## src/rtl/prbs_chk_pkg.sv

```systemverilog
package prbs_chk_pkg;

  localparam int SR_W  = 23;
  localparam int LEN_W = $clog2(SR_W + 1);

  typedef enum logic [1:0] {
    ST_IDLE = 2'd0,
    ST_HUNT = 2'd1,
    ST_LOCK = 2'd2
  } lock_st_e;

  // register length per pattern select
  function automatic logic [LEN_W-1:0] pat_len(input logic [1:0] sel);
    case (sel)
      2'd0:    return LEN_W'(11);
      2'd1:    return LEN_W'(15);
      2'd2:    return LEN_W'(20);
      default: return LEN_W'(23);
    endcase
  endfunction

  // r[k-1] holds the bit received k positions ago
  function automatic logic pat_fb(input logic [SR_W-1:0] r, input logic [1:0] sel);
    case (sel)
      2'd0:    return r[10] ^ r[8];
      2'd1:    return r[14] ^ r[13];
      2'd2:    return r[19] ^ r[2];
      default: return r[22] ^ r[17];
    endcase
  endfunction

endpackage

```

## src/rtl/prbs_lock_engine.sv

```systemverilog
module prbs_lock_engine
  import prbs_chk_pkg::*;
#(
  parameter int LOCK_RUN = 32,
  parameter int WIN_LEN  = 64,
  parameter int WIN_ERR  = 8,
  parameter int ZL_W     = 4
) (
  input  logic            clk,
  input  logic            rst,
  input  logic            use_bit,
  input  logic            rx_bit,
  input  logic            start_en,
  input  logic            reseed,
  input  logic [1:0]      pat_sel,
  input  logic [ZL_W-1:0] zero_lim,
  output logic            sync_o,
  output logic            err_o
);

  localparam int MR_W = $clog2(LOCK_RUN + 1);
  localparam int WL_W = $clog2(WIN_LEN);
  localparam int WE_W = $clog2(WIN_ERR + 1);
  localparam int ZR_W = ZL_W + 1;
  localparam logic [MR_W-1:0] MR_LAST  = MR_W'(LOCK_RUN - 1);
  localparam logic [WL_W-1:0] WL_LAST  = WL_W'(WIN_LEN - 1);
  localparam logic [WE_W:0]   WE_LIMIT = (WE_W+1)'(WIN_ERR);

  lock_st_e          st;
  logic [SR_W-1:0]   shreg;
  logic [LEN_W-1:0]  fill;
  logic [LEN_W-1:0]  len;
  logic [MR_W-1:0]   match;
  logic [WL_W-1:0]   wcnt;
  logic [WE_W-1:0]   werr;
  logic [WE_W:0]     wsum;
  logic [ZR_W-1:0]   zrun;
  logic              raw;
  logic              force_one;
  logic              exp_bit;
  logic              miss;

  function automatic logic [ZR_W-1:0] zr_step(input logic [ZR_W-1:0] z, input logic b);
    if (b)           return '0;
    else if (&z)     return z;
    else             return z + 1'b1;
  endfunction

  assign len       = pat_len(pat_sel);
  assign raw       = pat_fb(shreg, pat_sel);
  // force a one after zero_lim expected zeros
  assign force_one = (zero_lim != '0) && (zrun >= ZR_W'(zero_lim));
  assign exp_bit   = force_one | raw;
  assign miss      = exp_bit ^ rx_bit;
  assign wsum      = {1'b0, werr} + (WE_W+1)'(miss);

  always_ff @(posedge clk) begin
    if (rst) begin
      st     <= ST_IDLE;
      shreg  <= '0;
      fill   <= '0;
      match  <= '0;
      wcnt   <= '0;
      werr   <= '0;
      zrun   <= '0;
      sync_o <= 1'b0;
      err_o  <= 1'b0;
    end else begin
      err_o <= 1'b0;
      if (!start_en) begin
        st     <= ST_IDLE;
        sync_o <= 1'b0;
      end else if (reseed) begin
        st     <= ST_HUNT;
        fill   <= '0;
        match  <= '0;
        sync_o <= 1'b0;
      end else if (use_bit) begin
        case (st)
          ST_HUNT: begin
            shreg <= {shreg[SR_W-2:0], rx_bit};
            zrun  <= zr_step(zrun, rx_bit);
            if (fill < len) begin
              fill  <= fill + 1'b1;
              match <= '0;
            end else if (!miss) begin
              if (match == MR_LAST) begin
                st     <= ST_LOCK;
                sync_o <= 1'b1;
                wcnt   <= '0;
                werr   <= '0;
              end else begin
                match <= match + 1'b1;
              end
            end else begin
              match <= '0;
            end
          end
          ST_LOCK: begin
            shreg <= {shreg[SR_W-2:0], raw};
            zrun  <= zr_step(zrun, exp_bit);
            err_o <= miss;
            if (wsum >= WE_LIMIT) begin
              st     <= ST_HUNT;
              sync_o <= 1'b0;
              fill   <= '0;
              match  <= '0;
            end else if (wcnt == WL_LAST) begin
              wcnt <= '0;
              werr <= '0;
            end else begin
              wcnt <= wcnt + 1'b1;
              werr <= wsum[WE_W-1:0];
            end
          end
          default: ;
        endcase
      end
    end
  end

  p_start_gate_r6: assert property (@(posedge clk) disable iff (rst)
    !start_en |=> !sync_o);

  p_reseed_drop_r7: assert property (@(posedge clk) disable iff (rst)
    (start_en && reseed) |=> !sync_o);

  p_err_locked_r2: assert property (@(posedge clk) disable iff (rst)
    err_o |-> $past(sync_o));

  p_lock_on_bit_r1: assert property (@(posedge clk) disable iff (rst)
    $rose(sync_o) |-> $past(use_bit));

endmodule

```

## config.mk

```make
export PLATFORM = sky130hd
export DESIGN_NAME = prbs_lock_engine
export DESIGN_NICKNAME = d
export VERILOG_FILES = /design/src/rtl/prbs_chk_pkg.sv /design/src/rtl/prbs_lock_engine.sv
export SDC_FILE = /design/constraint.sdc
export NUM_CORES = 1
export LEC_CHECK = 0
export ABC_CLOCK_PERIOD_IN_PS = 5900
export BUFFER_PORTS_ARGS = -buffer_cell sky130_fd_sc_hd__buf_2
export CAP_MARGIN = 10
export CORE_ASPECT_RATIO = 0.5
export CORE_UTILIZATION = 40
export CTS_BUF_LIST = sky130_fd_sc_hd__clkbuf_16
export DETAILED_ROUTE_END_ITERATION = 12
export PLACE_DENSITY = 0.56
export SLEW_MARGIN = 0
export SYNTH_ARGS = -nofsm -noshare
export SYNTH_HDL_FRONTEND = slang
export SYNTH_SLANG_ARGS = --single-unit
```

## constraint.sdc

```tcl
create_clock -name clk -period 5.9 [get_ports clk]
set_input_delay 0 -clock clk [delete_from_list [all_inputs] [get_ports clk]]
set_output_delay 0 -clock clk [all_outputs]
set_load 0.005 [all_outputs]
```

==> results of run 1 <==
-- registers in the layout (all words and copies together), names as in the netlist, 4 cells and up --
signal / cells
fill: 5
zrun: 5
werr: 4
match: 6
shreg: 23
wcnt: 6
-- final cells by class --
class                      count  area [um2]  share of cell area (%)
multi-input combinational    264        1620                    52.4
sequential                    52        1040                    33.7
clock buffer                   5         125                    4.06
tap                           92         115                    3.73
timing repair buffer          15        82.6                    2.68
inverter                      17        63.8                    2.07
clock inverter                 3        42.5                    1.38
-- layout by cell type, fill, tap and decap left out, drive strengths merged, types with 2 or more instances in the layout --
master / n
a211o: 2
a211oi: 8
a21o: 5
a21oi: 45
a221oi: 4
a22oi: 2
a31o: 2
a31oi: 2
and2: 4
buf: 14
clkbuf: 5
dfxtp: 52
ha: 16
inv: 17
mux2i: 2
nand2: 56
nand2b: 3
nand3: 12
nand4: 13
nor2: 16
nor2b: 4
nor3: 5
o211a: 2
o211ai: 2
o21a: 2
o21ai: 18
o31ai: 3
o32ai: 3
or2: 4
or3: 4
or4: 3
xnor2: 2
xor2: 5
-- cells by family (layout without fill, tap and decap cells) --
logic type,count (synthesis),count (layout)
fa+ha+maj,16,16
xor+xnor,7,7
buf+inv,33,40
simple gates,130,130
mux,3,3
flops,52,52
compound gates,108,108
-- per-stage QoR --
| step | setup slack (ps) | hold WS [ps] | utilization, % | cell area, um2 | std cells |
|---|---|---|---|---|---|
| 2_1_floorplan | 2950 | 78.5 | - | 2780 | 349 |
| 3_3_place_gp | 2040 | 291 | 43.4 | 2910 | 439 |
| 3_5_place_dp | 1890 | 285 | 43.4 | 2910 | 439 |
| 4_1_cts | 1860 | 23.4 | 46.1 | 3090 | 448 |
| 5_1_grt | 1460 | 64.5 | 46.1 | 3090 | 448 |
| 6_report | 1880 | 39.8 | 46.1 | 3090 | 448 |
-- tightest hold or removal path: stages --
cell and delay [ps]:
sky130_fd_sc_hd__buf_2 120, sky130_fd_sc_hd__nand2b_1 120, sky130_fd_sc_hd__a211oi_1 50
-- power by group --
group | internal, uW | total [uW] | switching (uW)
clock network | 200 | 335 | 136
logic | 13.7 | 43.5 | 29.8
registers | 352 | 353 | 1.14
-- Yosys cell counts (4+ instances only) --
master	instances	share of area, %
sky130_fd_sc_hd__clkbuf_1	13	1.8
sky130_fd_sc_hd__nand4_1	13	2.9
sky130_fd_sc_hd__nor3_1	5	0.90
sky130_fd_sc_hd__inv_1	16	2.2
sky130_fd_sc_hd__nor2_1	16	2.2
sky130_fd_sc_hd__a21oi_1	44	7.9
sky130_fd_sc_hd__dfxtp_1	52	37
sky130_fd_sc_hd__nor2b_1	4	0.90
sky130_fd_sc_hd__or3_1	4	0.90
sky130_fd_sc_hd__xor2_1	5	1.6
sky130_fd_sc_hd__ha_1	16	7.2
sky130_fd_sc_hd__o21ai_0	16	2.9
sky130_fd_sc_hd__a211oi_1	8	2.2
sky130_fd_sc_hd__or2_2	4	0.90
sky130_fd_sc_hd__and2_1	4	0.90
sky130_fd_sc_hd__a21o_1	5	1.3
sky130_fd_sc_hd__nand2_1	56	7.6
sky130_fd_sc_hd__nand3_1	11	2.0
sky130_fd_sc_hd__a221oi_1	4	1.3
-- worst max-delay path by stage --
stage | cells after the start | from | endpoint | slack [ps]
2_1_floorplan | 14 | shreg[17]$_SDFFE_PP0P_ | wcnt[5]$_SDFFE_PP0P_ | 2950
3_3_place_gp | 15 | zrun[0]$_SDFFE_PP0P_ | match[5]$_SDFFE_PP0P_ | 2040
3_5_place_dp | 15 | zrun[0]$_SDFFE_PP0P_ | match[5]$_SDFFE_PP0P_ | 1890
4_1_cts | 15 | zrun[0]$_SDFFE_PP0P_ | match[5]$_SDFFE_PP0P_ | 1860
5_1_grt | 15 | zrun[0]$_SDFFE_PP0P_ | match[5]$_SDFFE_PP0P_ | 1460
6_report | 15 | zrun[0]$_SDFFE_PP0P_ | match[5]$_SDFFE_PP0P_ | 1880
-- routing by layer --
layer	track usage, %	part of all wire, %	routed length (um)
met1	24.4	49	2980
met2	30.5	44	2680
met3	4.51	5.9	357
met4	6.07	1.1	65
met5	0	0	0
==> results.py, run 1 <==
metrics = {
    "run_status": {
        "status": "finished clean",
    },
    "setup_path": {
        "worst_path_cell_chain": "inv_1 > ha_1 > nor3b_1 > o21ai_0 > a211o_1 > nand3_2 > inv_2 > ha_1 > ha_1 > nand2b_1 > o211ai_1 > a21oi_1 > nand4_1 > or4_1 > a221oi_1",
        "worst_path_dominant_cell_family": "compound AO/OA/AOI/OAI gates",
        "timing.setup.critical_path_class": "reg2reg",
        "kind_of_launch_point_of_the_worst_setup_path": "register",
        "r2r-start": "zrun[0]$_SDFFE_PP0P_",
        "worst_ep_required_time_ps": 6100,
        "worst_path_largest_cell_delay_ps": 750,
        "worstSetupEndpointType": "register",
        "worst_path_most_repeated_cell": "sky130_fd_sc_hd__ha_1",
        "worst_r2r_path_depth": 15,
        "worst-path-buf-inv": 2,
        "worstPathArrival_ps": 4220,
        "crit_path_max_fanout": 13,
        "r2r_setup_slack_ps": 1880,
        "worstReg2RegEnd": "match[5]$_SDFFE_PP0P_",
        "cpMaxStageDelayCell": "sky130_fd_sc_hd__a21oi_1",
    },
    "timing": {
        "drv_slew": 0,
        "min_period_over_period_pct": 68.1,
        "layout_min_cycle_time_ps": 4020,
        "clock.fmax_ghz": 0.249,
        "timing_worst_slew_pin_value_ps": 1020,
        "rsz0062_at_grt": "false",
        "clock_skew_ps": 8.34,
        "slew_headroom_pct": 32.0,
        "setup_viol": 0,
        "final.setup.tns_ps": 0,
        "timing_hold_violations_final": 0,
    },
    "synthesis": {
        "async_reset_ff_share_pct": 0,
        "post_synth_num_cell_types": 53,
        "synth_top_family_by_area": "compound AO/OA/AOI/OAI gates",
        "synth_simple_gate_area_share_pct": 22.7,
        "synth_edf_count": 0,
        "ys_seq_elements": 52,
        "synth_xor_xnor_area_share_pct": 2.20,
        "synthesis.nets": 377,
        "yosys.area_share.adder_pct": 7.19,
        "syn-cell-area_um2": 2780,
        "yosys-mux-area-fraction_pct": 1.53,
        "synth_seq_area_share_pct": 37.4,
        "synthesis.yosys.warnings": 0,
        "synth-compound-area-share_pct": 24.4,
        "synth_ff_type": "sky130_fd_sc_hd__dfxtp_1",
        "synth_cells": 349,
        "synthesis.area_per_instance_um2": 7.98,
    },
    "final_layout": {
        "area_growth_pct": 10.8,
        "n_fill_cell": 687,
        "design.final.nets": 383,
        "post_route_cells_drive_above_1_share_pct": 8.99,
        "diodes": 0,
    },
    "die": {
        "die_height_um": 61.0,
        "die_width_um": 120,
        "die_area_um2": 7320,
        "initial_utilization_pct": 41.5,
        "io_pins": 14,
        "rows": 21,
        "core_region_area_um2": 6700,
    },
    "detailed_routing": {
        "wl_mm": 6.09,
        "drt_first_iter_violations": 190,
        "route.vias.total": 2468,
        "detail_route.vias_per_cell": 5.51,
        "dr.pass1.iters": 4,
        "ant_nets": 0,
        "detail_routed_net_length_per_standard_cell_um": 13.6,
        "remaining_drc_errors": 0,
    },
    "clock_network": {
        "cts_setup_buffers": 0,
        "clock_sink_count": 52,
        "cts.reportedPaths.clkPinSlew_ps": 70,
        "cts-buffers-inserted": 5,
        "tritoncts": "built",
        "cts_h_tree_depth": 2,
        "post_cts_resized": 0,
        "clock-root-buffer": "sky130_fd_sc_hd__clkbuf_16",
        "clock_tree.buffer_depth": 2,
        "ctsHoldBuffers": 1,
        "clock_latency_ps": 300,
    },
    "flow_run": {
        "cap_violations": 0,
    },
    "global_routing": {
        "grt_first_pass_wirelength_mm": 10.5,
        "grt_pass1_vias": 2258,
        "antenna_found_initial": 0,
        "global_route.overflow_total": 0,
        "groute.usage.overall_pct": 18.5,
        "grt_start_max_net_pins": 52,
    },
    "min_path": {
        "worstHoldPathType": "in2reg",
        "hold_depth": 3,
        "endpoint_with_the_worst_hold_slack": "sync_o$_SDFFE_PP0P_",
        "launch_instance_of_the_worst_min_delay_path": "start_en",
    },
    "pwr": {
        "vdd_ir_drop_max_v": 0.000112,
        "power_density_nw_per_um2": 237,
        "report.power.total_uw": 732,
        "power_leakage_uw": 0.00110,
    },
    "placed_design": {
        "detailedPlacementHpwl_mm": 4.22,
        "routabilityCongestion": 0.787,
        "place.port_buffers": 13,
    },
}
No activity file was read; power rests on OpenSTA's default activity.
==> run 2, diff against run 1 <==
ABC_CLOCK_PERIOD_IN_PS = 4000   (was 5900)
clock period = 4 ns   (was 5.9 ns; I/O delays follow)
==> results.py, run 2 (synthesis gave the netlist of run 1 again) <==
metrics = {
    "final_layout": {
        "post_route_cells_drive_above_1_share_pct": 9.50,
        "largest_registers": "shreg (23), match (6), wcnt (6)",
        "design.final.nets": 385,
        "diodes": 0,
        "mostFrequentLayoutCell": "sky130_fd_sc_hd__nand2_1",
        "top_register": "shreg",
        "n_fill_cell": 668,
        "final_cell_mix": "sky130_fd_sc_hd__nand2_1 (56), sky130_fd_sc_hd__dfxtp_1 (52), sky130_fd_sc_hd__a21oi_1 (44)",
        "largest_register_ff_count": 23,
        "area_growth_pct": 11.4,
    },
    "detailed_routing": {
        "dr.pass1.iters": 4,
        "drt_first_iter_violations": 151,
        "wl_mm": 6.13,
        "route.vias.total": 2479,
        "detail_routed_net_length_per_standard_cell_um": 13.6,
        "remaining_drc_errors": 0,
        "detail_route.vias_per_cell": 5.51,
        "ant_nets": 0,
    },
    "clock_network": {
        "cts.reportedPaths.clkPinSlew_ps": 70,
        "ctsHoldBuffers": 1,
        "clock_tree.buffer_depth": 2,
        "cts_h_tree_depth": 2,
        "clock_latency_ps": 290,
        "cts_setup_buffers": 0,
        "clock_sink_count": 52,
        "cts-buffers-inserted": 5,
        "post_cts_resized": 0,
        "clock-root-buffer": "sky130_fd_sc_hd__clkbuf_16",
        "tritoncts": "built",
    },
    "global_routing": {
        "grt_first_pass_wirelength_mm": 10.4,
        "grt_start_max_net_pins": 52,
        "global_route.overflow_total": 0,
        "antenna_found_initial": 0,
        "groute.usage.overall_pct": 18.1,
        "grt_pass1_vias": 2275,
    },
    "setup_path": {
        "worst-path-buf-inv": 2,
        "worst_path_most_repeated_cell": "sky130_fd_sc_hd__ha_1",
        "worst_path_dominant_cell_family": "compound AO/OA/AOI/OAI gates",
        "worstSetupEndpointType": "register",
        "kind_of_launch_point_of_the_worst_setup_path": "register",
        "worstPathArrival_ps": 3590,
        "timing.setup.critical_path_class": "reg2reg",
        "cpMaxStageDelayCell": "sky130_fd_sc_hd__or4_1",
        "crit_path_max_fanout": 11,
        "worst_path_largest_cell_delay_ps": 420,
        "worst_ep_required_time_ps": 4200,
        "worst_path_cell_chain": "inv_1 > ha_1 > nor3b_1 > o21ai_0 > a211o_1 > nand3_2 > inv_2 > ha_1 > ha_1 > nand2b_1 > o211ai_1 > a21oi_1 > nand4_1 > or4_1 > a221oi_1",
    },
    "die": {
        "die_height_um": 61.0,
        "die_area_um2": 7320,
        "initial_utilization_pct": 41.5,
        "io_pins": 14,
        "core_region_area_um2": 6700,
        "rows": 21,
        "die_width_um": 120,
    },
    "placed_design": {
        "routabilityCongestion": 0.820,
        "place.port_buffers": 13,
        "detailedPlacementHpwl_mm": 4.29,
    },
    "timing": {
        "layout_min_cycle_time_ps": 3400,
        "clock.fmax_ghz": 0.295,
        "setup_viol": 0,
        "slew_headroom_pct": 39.8,
        "final.setup.tns_ps": 0,
        "drv_slew": 0,
        "timing_hold_violations_final": 0,
        "clock_skew_ps": 3.56,
        "timing_worst_slew_pin_value_ps": 902,
        "rsz0062_at_grt": "false",
        "min_period_over_period_pct": 84.9,
    },
    "min_path": {
        "worstHoldPathType": "in2reg",
    },
    "pwr": {
        "power_leakage_uw": 0.00111,
        "report.power.total_uw": 1080,
        "vdd_ir_drop_max_v": 0.000163,
        "power_density_nw_per_um2": 348,
    },
    "flow_run": {
        "cap_violations": 0,
    },
    "run_status": {
        "status": "finished clean",
    },
}
-- run 2: layout make-up --
class	instances	area, um2	area share [%]
Clock inverter	3	42.5	1.37
Multi-Input combinational cell	264	1620	52.1
Inverter	17	63.8	2.06
Timing Repair Buffer	17	97.6	3.15
Tap cell	92	115	3.71
Clock buffer	5	125	4.04
Sequential cell	52	1040	33.6
-- run 2: metal layers --
metal  up-vias  global-route usage (%)  part of all wire [%]
met5         -                       0                     0
met2        37                    31.0                    43
met1      1150                    23.0                    51
met3         7                    4.61                   4.5
met4         0                    5.00                   1.1
li1       1285                       -                     -
-- run 2: tightest hold or removal path: cells and delay by family --
kind	cells	cell delay (ps)
buffers and inverters	1	120
AND/OR/NAND/NOR	1	120
AO/OA/AOI/OAI	1	50
-- run 2: metrics by stage --
step           instances  instance area (um2)  hold slack, ps  util [%]  setup slack [ps]
2_1_floorplan        349                 2780            78.5         -              1050
3_3_place_gp         441                 2920             293      43.6               757
3_5_place_dp         441                 2920             288      43.6               603
4_1_cts              450                 3100            28.3      46.3               580
5_1_grt              450                 3100            53.1      46.3               271
6_report             450                 3100            45.4      46.3               605
-- run 2: worst paths after layout --
kind	startpoint	endpoint	slack [ps]	cells after the start
worst min-delay path	start_en	sync_o$_SDFFE_PP0P_	50	3
worst max-delay path	zrun[0]$_SDFFE_PP0P_	match[5]$_SDFFE_PP0P_	600	15
worst min register to register	shreg[9]$_SDFFE_PP0P_	shreg[10]$_SDFFE_PP0P_	450	2
worst max register to register	zrun[0]$_SDFFE_PP0P_	match[5]$_SDFFE_PP0P_	600	15
-- run 2: power by group --
group          leakage [uW]  switching (uW)  total [uW]  internal [uW]
registers          0.000419            1.66         521            519
logic              0.000612            44.7        65.9           21.1
clock network     0.0000798             200         494            294
==> run 3, diff against run 2 <==
ABC_CLOCK_PERIOD_IN_PS = 3200   (was 4000)
clock period = 3.2 ns   (was 4 ns; I/O delays follow)
==> results.py, run 3 (synthesis gave the netlist of run 1 again) <==
metrics = {
    "run_status": {
        "status": "finished clean",
    },
    "setup_path": {
        "crit_path_start": "shreg[19]$_SDFFE_PP0P_",
        "worstPathArrival_ps": 3170,
        "r2r_setup_slack_ps": 180,
        "cpMaxStageDelayCell": "sky130_fd_sc_hd__mux4_2",
        "r2r-start": "shreg[19]$_SDFFE_PP0P_",
        "kind_of_launch_point_of_the_worst_setup_path": "register",
        "worst_r2r_path_depth": 13,
        "timing.setup.critical_path_class": "reg2reg",
        "worstSetupEndpointType": "register",
        "worst_path_largest_cell_delay_ps": 490,
        "worst_ep_required_time_ps": 3350,
        "crit_path_max_fanout": 8,
        "worstReg2RegEnd": "werr[2]$_SDFFE_PP0P_",
        "worst_path_cell_chain": "xor2_1 > mux4_2 > a211o_1 > nand3_2 > inv_2 > ha_4 > ha_1 > nand2b_4 > o211a_1 > nor2_1 > o21ai_2 > a211oi_1 > o32ai_1",
    },
    "clock_network": {
        "clock_tree.buffer_depth": 2,
        "clock-root-buffer": "sky130_fd_sc_hd__clkbuf_16",
        "cts-buffers-inserted": 5,
        "cts_h_tree_depth": 2,
        "cts.reportedPaths.clkPinSlew_ps": 70,
        "tritoncts": "built",
        "clock_sink_count": 52,
        "clock_latency_ps": 300,
    },
    "timing": {
        "slew_headroom_pct": 35.8,
        "worst_slack_ps": 176,
        "setup_viol": 0,
        "layout_min_cycle_time_ps": 3020,
        "drv_slew": 0,
        "whs_ps": 48.4,
        "clock_skew_ps": 6.47,
        "min_period_over_period_pct": 94.5,
        "timing_hold_violations_final": 0,
        "clock.fmax_ghz": 0.331,
        "final.setup.tns_ps": 0,
        "timing_worst_slew_pin_value_ps": 963,
    },
    "global_routing": {
        "grt_pass1_vias": 2308,
        "grtUsageMet3_pct": 4.70,
        "groute.usage.overall_pct": 19.3,
        "global_route.overflow_total": 0,
        "antenna_found_initial": 0,
        "grt_use_met1_pct": 25.4,
        "grt_start_max_net_pins": 52,
        "met2_usage_pct": 31.7,
        "grt_first_pass_wirelength_mm": 11.0,
        "globalRoute.busiestLayer": "met2",
    },
    "final_layout": {
        "post_route_cells_drive_above_1_share_pct": 16.3,
        "postLayoutCoreUtil_pct": 48.7,
        "area_growth_pct": 17.1,
        "top_register": "shreg",
        "n_fill_cell": 644,
        "largest_register_ff_count": 23,
        "diodes": 0,
        "final_cell_mix": "sky130_fd_sc_hd__nand2_1 (56), sky130_fd_sc_hd__dfxtp_1 (50), sky130_fd_sc_hd__a21oi_1 (43)",
        "mostFrequentLayoutCell": "sky130_fd_sc_hd__nand2_1",
        "final_design_area_no_fill_um2": 3260,
        "design.final.nets": 396,
        "largest_registers": "shreg (23), match (6), wcnt (6)",
    },
    "detailed_routing": {
        "wl_mm": 6.46,
        "detail_route.vias_per_cell": 5.54,
        "ant_nets": 0,
        "drt_first_iter_violations": 135,
        "detail_routed_net_length_per_standard_cell_um": 14.0,
        "dr.pass1.iters": 4,
        "route.vias.total": 2552,
        "remaining_drc_errors": 0,
    },
    "placed_design": {
        "place.port_buffers": 13,
        "detailedPlacementHpwl_mm": 4.50,
        "post_place_setup_slack_ps": -17.5,
        "placed_cell_area_um2": 2980,
        "routabilityCongestion": 0.826,
    },
    "die": {
        "die_height_um": 61.0,
        "core_region_area_um2": 6700,
        "rows": 21,
        "die_area_um2": 7320,
        "initial_utilization_pct": 41.5,
        "io_pins": 14,
        "die_width_um": 120,
    },
    "pwr": {
        "power_density_nw_per_um2": 421,
        "power_leakage_uw": 0.00118,
        "vdd_ir_drop_max_v": 0.000193,
    },
    "min_path": {
        "endpoint_with_the_worst_hold_slack": "err_o$_SDFF_PP0_",
        "launch_instance_of_the_worst_min_delay_path": "start_en",
        "hold_depth": 3,
        "worstHoldPathType": "in2reg",
    },
    "flow_run": {
        "cap_violations": 0,
    },
}
## run 3: cell count changes in the layout (fill, tap and decap cells not counted), moves of 2 or more
cell / previous run / this run
sky130_fd_sc_hd__buf_4: 3 / 13
sky130_fd_sc_hd__a221oi_1: 4 / 2
sky130_fd_sc_hd__a221oi_2: 0 / 2
sky130_fd_sc_hd__dfxtp_1: 52 / 50
sky130_fd_sc_hd__dfxtp_2: 0 / 2
sky130_fd_sc_hd__nand3_1: 11 / 9
sky130_fd_sc_hd__nand3_2: 1 / 3
sky130_fd_sc_hd__o21ai_2: 0 / 2
## run 3: area by class of cell
class                      count  area, um2  share of cell area, %
clock buffer                   5        125                   3.84
clock inverter                 3       42.5                   1.30
inverter                      17       63.8                   1.96
multi-input combinational    264       1690                   51.7
sequential                    52       1040                   32.0
tap                           92        115                   3.53
timing repair buffer          28        184                   5.64
## run 3: through the flow
| step | instances | power [uW] |
|---|---|---|
| 2_1_floorplan | 349 | 720 |
| 3_3_place_gp | 449 | 750 |
| 3_5_place_dp | 449 | 752 |
| 4_1_cts | 458 | 1370 |
| 5_1_grt | 461 | 1430 |
| 6_report | 461 | 1370 |
## run 3: metal layers
metal / up-vias / share of wire, %
met5: - / 0
met4: 0 / 1.1
met3: 7 / 3.8
met2: 45 / 45
met1: 1200 / 50
li1: 1300 / -
## run 3: worst max-delay path, delay by kind of cell (launching register included)
kind | cells | cell delay, ps
flip-flops | 1 | 330
AO/OA/AOI/OAI | 5 | 1040
AND/OR/NAND/NOR | 3 | 420
buffers and inverters | 1 | 60
XOR/XNOR | 1 | 170
adder cells (fa/ha/maj) | 2 | 340
multiplexers | 1 | 490
## run 3: worst max-delay path by stage
stage | endpoint | slack [ps] | cells after the start
after floorplan | wcnt[5]$_SDFFE_PP0P_ | 250 | 14
after global placement | match[2]$_SDFFE_PP0P_ | 150 | 14
after detailed placement | match[5]$_SDFFE_PP0P_ | -20 | 15
after CTS | match[5]$_SDFFE_PP0P_ | 10 | 12
after global routing | werr[2]$_SDFFE_PP0P_ | -3 | 15
final | werr[2]$_SDFFE_PP0P_ | 180 | 13
## run 3: what timing repair did
action,in CTS,in global routing
resized for setup,1,18
hold endpoints to repair,1,0
endpoints found under the setup margin,1,20
hold buffers,1,0
setup buffers,0,3
pin swaps,0,11
## run 3: where the power goes
| part | internal (uW) | switching, uW | total (uW) |
|---|---|---|---|
| Sequential | 649 | 2.21 | 651 |
| Clock | 370 | 255 | 625 |
| Combinational | 35.3 | 61.5 | 96.8 |
| Total | 1050 | 319 | 1370 |
